$ cat src/rtl/adc_trig_pkg.sv
// Package: shared encodings for the external trigger conditioner.
// Assumes: condition and source fields are 2 bits wide.
package adc_trig_pkg;
    typedef enum logic [1:0] {
        COND_LOW  = 2'b00,
        COND_HIGH = 2'b01,
        COND_FALL = 2'b10,
        COND_RISE = 2'b11
    } trig_cond_e;

    localparam logic [1:0] SRC_EXT_PIN = 2'b00;
endpackage

$ cat src/rtl/adc_trig_sync.sv
// Module: multi-stage synchronizer for the asynchronous start pin.
// Provides the final stage and the stage before it so that the filter can
// see a change one cycle ahead. Assumes STAGES >= 2.
module adc_trig_sync #(
    parameter int STAGES = 2
) (
    input  logic clk,
    input  logic rst_n,
    input  logic din,
    output logic q_next,
    output logic q
);
    logic [STAGES-1:0] chain;

    for (genvar i = 0; i < STAGES; i++) begin : g_stage
        if (i == 0) begin : g_first
            // Purpose: capture the raw pin.
            always_ff @(posedge clk) begin
                if (!rst_n) chain[i] <= 1'b0;
                else        chain[i] <= din;
            end
        end else begin : g_rest
            // Purpose: pass the sample one stage down the chain.
            always_ff @(posedge clk) begin
                if (!rst_n) chain[i] <= 1'b0;
                else        chain[i] <= chain[i-1];
            end
        end
    end

    assign q      = chain[STAGES-1];
    assign q_next = chain[STAGES-2];
endmodule

$ cat src/rtl/adc_trig_filter.sv
// Module: run-length filter. Counts the cycles the synchronized sample has
// kept its current value, and records whether the phase before the last
// change was long enough for an edge. Assumes EDGE_MIN <= 2**CNT_W - 1.
module adc_trig_filter #(
    parameter int CNT_W    = 8,
    parameter int EDGE_MIN = 4
) (
    input  logic             clk,
    input  logic             rst_n,
    input  logic             active,
    input  logic             samp_next,
    input  logic             samp,
    output logic [CNT_W-1:0] run_cnt,
    output logic             prev_long
);
    localparam logic [CNT_W-1:0] CNT_MAX  = {CNT_W{1'b1}};
    localparam logic [CNT_W-1:0] EDGE_REF = CNT_W'(EDGE_MIN - 1);

    logic changing;
    assign changing = (samp_next != samp);

    // Purpose: saturating run counter, restarted on every sample change.
    always_ff @(posedge clk) begin
        if (!rst_n)             run_cnt <= '0;
        else if (!active)       run_cnt <= '0;
        else if (changing)      run_cnt <= '0;
        else if (run_cnt != CNT_MAX) run_cnt <= run_cnt + 1'b1;
    end

    // Purpose: remember whether the phase that just ended met the edge minimum.
    always_ff @(posedge clk) begin
        if (!rst_n)        prev_long <= 1'b0;
        else if (!active)  prev_long <= 1'b0;
        else if (changing) prev_long <= (run_cnt >= EDGE_REF);
    end
endmodule

$ cat src/rtl/adc_trig_decide.sv
// Module: decides when to request a conversion from the run length, the
// selected condition and the converter handshake. Holds a wait flag from a
// request until the matching done so that one request maps to one conversion.
module adc_trig_decide
    import adc_trig_pkg::*;
#(
    parameter int CNT_W     = 8,
    parameter int LEVEL_MIN = 8,
    parameter int EDGE_MIN  = 4
) (
    input  logic             clk,
    input  logic             rst_n,
    input  logic             active,
    input  trig_cond_e       cond,
    input  logic             samp,
    input  logic [CNT_W-1:0] run_cnt,
    input  logic             prev_long,
    input  logic             conv_busy,
    input  logic             conv_done,
    output logic             start_req
);
    localparam logic [CNT_W-1:0] LVL_REF  = CNT_W'(LEVEL_MIN - 1);
    localparam logic [CNT_W-1:0] EDGE_REF = CNT_W'(EDGE_MIN - 1);

    logic level_mode, target, hit, lvl_ok, edge_ok, fire, awaiting;

    // Purpose: decode the condition and qualify the current sample run.
    always_comb begin
        level_mode = (cond == COND_LOW) || (cond == COND_HIGH);
        target     = (cond == COND_HIGH) || (cond == COND_RISE);
        hit        = (samp == target);
        lvl_ok     = level_mode && hit && (run_cnt >= LVL_REF);
        edge_ok    = !level_mode && hit && (run_cnt == EDGE_REF) && prev_long;
        fire       = active && (lvl_ok || edge_ok) && !awaiting && !conv_busy;
    end

    // Purpose: block further requests until the converter reports done.
    always_ff @(posedge clk) begin
        if (!rst_n)         awaiting <= 1'b0;
        else if (!active)   awaiting <= 1'b0;
        else if (fire)      awaiting <= 1'b1;
        else if (conv_done) awaiting <= 1'b0;
    end

    // Purpose: register the one-cycle start pulse.
    always_ff @(posedge clk) begin
        if (!rst_n) start_req <= 1'b0;
        else        start_req <= fire;
    end
endmodule

$ cat src/rtl/adc_ext_trig.sv
// Module: external trigger conditioner top. Synchronizes the pin, filters it
// and issues conversion-start pulses. Assumes the sequencer raises conv_busy
// during a conversion and pulses conv_done for one cycle at its end.
module adc_ext_trig
    import adc_trig_pkg::*;
#(
    parameter int SYNC_STAGES = 2,
    parameter int CNT_W       = 8,
    parameter int LEVEL_MIN   = 8,
    parameter int EDGE_MIN    = 4
) (
    input  logic       clk,
    input  logic       rst_n,
    input  logic       trig_en,
    input  logic [1:0] src_sel,
    input  logic [1:0] cond_sel,
    input  logic       single_scan,
    input  logic       ext_pin,
    input  logic       conv_busy,
    input  logic       conv_done,
    output logic       start_req
);
    logic             active;
    logic             samp_next, samp;
    logic [CNT_W-1:0] run_cnt;
    logic             prev_long;
    trig_cond_e       cond;

    assign active = trig_en && (src_sel == SRC_EXT_PIN) && single_scan;
    assign cond   = trig_cond_e'(cond_sel);

    adc_trig_sync #(.STAGES(SYNC_STAGES)) u_sync (
        .clk    (clk),
        .rst_n  (rst_n),
        .din    (ext_pin),
        .q_next (samp_next),
        .q      (samp)
    );

    adc_trig_filter #(.CNT_W(CNT_W), .EDGE_MIN(EDGE_MIN)) u_filt (
        .clk       (clk),
        .rst_n     (rst_n),
        .active    (active),
        .samp_next (samp_next),
        .samp      (samp),
        .run_cnt   (run_cnt),
        .prev_long (prev_long)
    );

    adc_trig_decide #(.CNT_W(CNT_W), .LEVEL_MIN(LEVEL_MIN), .EDGE_MIN(EDGE_MIN)) u_dec (
        .clk       (clk),
        .rst_n     (rst_n),
        .active    (active),
        .cond      (cond),
        .samp      (samp),
        .run_cnt   (run_cnt),
        .prev_long (prev_long),
        .conv_busy (conv_busy),
        .conv_done (conv_done),
        .start_req (start_req)
    );
endmodule

$ cat config.mk
export PLATFORM = sky130hd
export DESIGN_NAME = adc_ext_trig
export DESIGN_NICKNAME = d
export VERILOG_FILES = /design/src/rtl/adc_trig_pkg.sv /design/src/rtl/adc_trig_sync.sv /design/src/rtl/adc_trig_filter.sv /design/src/rtl/adc_trig_decide.sv /design/src/rtl/adc_ext_trig.sv
export SDC_FILE = /design/constraint.sdc
export NUM_CORES = 1
export LEC_CHECK = 0
export ABC_AREA = 1
export BUFFER_PORTS_ARGS = -buffer_cell sky130_fd_sc_hd__buf_2
export CORE_MARGIN = 3
export CORE_UTILIZATION = 53
export DETAILED_ROUTE_END_ITERATION = 10
export PLACE_DENSITY = 0.88
export SYNTH_ARGS = -nofsm -noshare
export SYNTH_HDL_FRONTEND = slang
export SYNTH_HIERARCHICAL = 1
export SYNTH_SLANG_ARGS = --single-unit
$ cat constraint.sdc
create_clock -name clk -period 1.4 [get_ports clk]
set_input_delay 0.14 -clock clk [delete_from_list [all_inputs] [get_ports clk]]
set_output_delay 0.14 -clock clk [all_outputs]
set_load 0.01 [all_outputs]
==> flow_metrics.py <==
metrics = {
    "status": {
        "status": "completed",
    },
    "timing": {
        "finalSetupTns_ns": 0,
        "hold_violations": 0,
        "max_freq_ghz": 0.781,
        "rsz0062_at_grt": "no",
        "fin_worst_skew_ns": 0.00484,
        "slew_violations": 0,
        "worst_pin_slew_ns": 0.227,
        "max_slew_margin_pct": 84.8,
        "min_period_ns": 1.28,
        "setup_viol": 0,
        "timing.final.crit_share_pct": 91.4,
    },
    "power_and_ir_drop": {
        "power_per_cell_area_mw_per_mm2": 777,
        "peakVddDrop_uv": 747,
        "p_leak_nw": 0.411,
    },
    "cts": {
        "clkLatencyLatePin_ns": 0.27,
        "cts.clk_slew.worst_paths_ns": 0.08,
        "cts_max_level": 1,
        "cts_resized": 0,
        "root_buffer": "clkbuf_4",
        "cts_setup_buffers": 0,
        "cts.path.max_buffers": 2,
        "cts_buffers": 3,
        "cts_sinks": 13,
        "cts_hold_buffers": 0,
        "cts_tree": "yes",
    },
    "worst_setup_path": {
        "cpLargestDelayFamily": "flip-flops",
        "cpPeakStageDelay_ns": 0.40,
        "cp.buffers_inverters": 0,
        "r2r-start": "u_filt/run_cnt[0]",
        "crit_fanout": 9,
        "crit_cells": 6,
        "arrival_ns": 1.45,
        "startpoint": "u_filt/run_cnt[0]",
        "path_class": "reg -> reg",
        "worstPathRequired_ns": 1.57,
        "cp_common_cell": "nand2_4",
        "critPathCaptureType": "flip-flop",
        "crit_chain": "ha_1 -> nand2_4 -> nor2_4 -> nand2_4 -> a21oi_1 -> nor2_1",
        "worst_path_max_delay_cell": "dfxtp_1",
        "reg2reg_depth": 6,
        "worstReg2RegEnd": "u_filt/run_cnt[4]",
        "worstSetupEndpoint": "u_filt/run_cnt[4]",
        "rrSetupSlack_ns": 0.12,
        "startpoint_type": "flip-flop",
    },
    "global_route": {
        "track_usage_pct": 15.4,
        "grt_first_pass_wirelength_microns": 2240,
        "grt_pass1_vias": 562,
        "grt_overflow": 0,
        "grt_max_degree": 10,
        "antenna_found_initial": 0,
    },
    "die": {
        "ios": 12,
        "core_area_sq_mm": 0.00120,
        "die_h_microns": 43.2,
        "die_area_sq_mm": 0.00186,
        "die_w_microns": 43.2,
        "row_count": 12,
        "floorplan.initialDensity_pct": 60.9,
    },
    "yosys": {
        "synth_xor_area_share_pct": 1.20,
        "synth_top_family_by_area": "simple AND/OR/NAND/NOR gates",
        "synthCells": 108,
        "synthDistinctLibCells": 21,
        "yosys_register_bits": 13,
        "synth.cell_area_sq_um": 732,
        "synthAdderAreaFrac_pct": 1.71,
        "synth_warnings": 6,
        "yosysTopAreaCell": "dfxtp_1",
        "synthMuxAreaShare_pct": 0,
        "yosys-top-cells-area": "dfxtp_1 36%, nand2_1 12%, nor2_1 12%",
        "syn_avg_cell_area_sq_um": 6.78,
        "synth_simple_gate_area_share_pct": 45.5,
        "synth_seq_area_share_pct": 35.6,
        "syn_nets": 120,
        "synth_top_area_share_pct": 35.6,
        "synth_compound_area_share_pct": 7.35,
    },
    "place": {
        "dpl_cell_area_sq_um": 805,
        "place_hpwl_microns": 1020,
        "gp_congestion": 0.759,
        "io_buffers": 11,
    },
    "drt": {
        "vias": 684,
        "ant_nets": 0,
        "viasPerCell": 4.99,
        "drt_wl_total_microns": 1340,
        "drcViolationCount": 0,
        "drt-initial-drc-count": 20,
        "dr.pass1.iters": 4,
        "wl_per_cell_microns": 9.79,
    },
    "finish": {
        "antenna_cells": 0,
        "fill_cells": 103,
        "regArea_sq_um": 260,
        "drive_gt1_share_pct": 23.6,
        "area_delta_synth_final_pct": 13.5,
        "final_cell_mix": "24 x nand2_1, 24 x nor2_1, 14 x inv_1",
        "final_cell_area_sq_um": 831,
        "multi_input_area_sq_um": 408,
        "fin_nets": 136,
    },
    "job": {
        "maxCapViolations": 0,
    },
    "worst_hold_path": {
        "hp-class": "in -> reg",
        "hold_start": "ext_pin",
    },
}
## per-layer routing
| metal | GRT usage (%) | part of all wire [%] | up-vias |
|---|---|---|---|
| met5 | 0 | 0 | - |
| met4 | 3.61 | 0.60 | 0 |
| met3 | 2.54 | 2.8 | 2 |
| met2 | 26.8 | 51 | 11 |
| met1 | 19.4 | 46 | 310 |
| li1 | - | - | 361 |
## synth_stat cells
cell	n
nor2_2	2
a31oi_1	1
o21ai_2	1
inv_1	14
nor3_1	2
o21ai_0	1
a21oi_1	3
xnor2_1	1
dfxtp_1	13
nor2_8	1
nor2_1	24
nor3b_2	1
nand2_4	3
nand2_1	24
nand3_1	7
nand2_2	1
o21ai_1	2
a21oi_2	1
inv_2	3
nor2_4	2
ha_1	1
## cells by family after synthesis
group	after synthesis
flip-flops	13
AO/OA/AOI/OAI	9
adder cells (fa/ha/maj)	1
AND/OR/NAND/NOR	67
buffers and inverters	17
XOR/XNOR	1
## report_power, final
part	internal (mW)	leakage, nW	switching, mW	total [mW]
Clock	0.110	0.0150	0.116	0.226
Combinational	0.0207	0.291	0.0237	0.0444
Sequential	0.373	0.105	0.00253	0.375
## worst min-delay path, stage by stage
cell     delay (ns)
buf_2          0.07
nand2_1        0.04
inv_1          0.04
## worst min-delay path by stage
stage / to / slack, ns / cells past startpoint
6_report: u_sync/q_next / 0.05 / 3
3_5_place_dp: u_sync/q_next / 0.32 / 3
5_1_grt: u_sync/q_next / 0.06 / 3
3_3_place_gp: u_sync/q_next / 0.32 / 3
2_1_floorplan: u_sync/q / 0.23 / 2
4_1_cts: u_sync/q_next / 0.04 / 3
## state kept, by name, indices dropped and copies added (netlist names)
register          cells
u_sync/q_next         1
u_dec/start_req       1
u_dec/awaiting        1
u_filt/prev_long      1
u_sync/q              1
u_filt/run_cnt        8
## stage by stage
| step | hold WS [ns] | std cells | total power [mW] | util, % | setup slack, ns |
|---|---|---|---|---|---|
| 6_report | 0.0519 | 137 | 0.646 | 69.2 | 0.120 |
| 5_1_grt | 0.0572 | 137 | 0.677 | 69.2 | 0.0266 |
| 4_1_cts | 0.0428 | 137 | 0.659 | 69.2 | 0.136 |
| 3_5_place_dp | 0.323 | 133 | 0.428 | 67.0 | 0.143 |
| 3_3_place_gp | 0.319 | 133 | 0.426 | 67.0 | 0.206 |
| 2_1_floorplan | 0.233 | 108 | 0.409 | - | 0.249 |
## area by class of cell
| class | count | share of cell area, % |
|---|---|---|
| Multi-Input combinational cell | 78 | 49.1 |
| Sequential cell | 13 | 31.3 |
| Clock buffer | 4 | 3.16 |
| Inverter | 17 | 7.68 |
| Tap cell | 14 | 2.11 |
| Timing Repair Buffer | 11 | 6.63 |
Power figures use the tool's default switching activity.
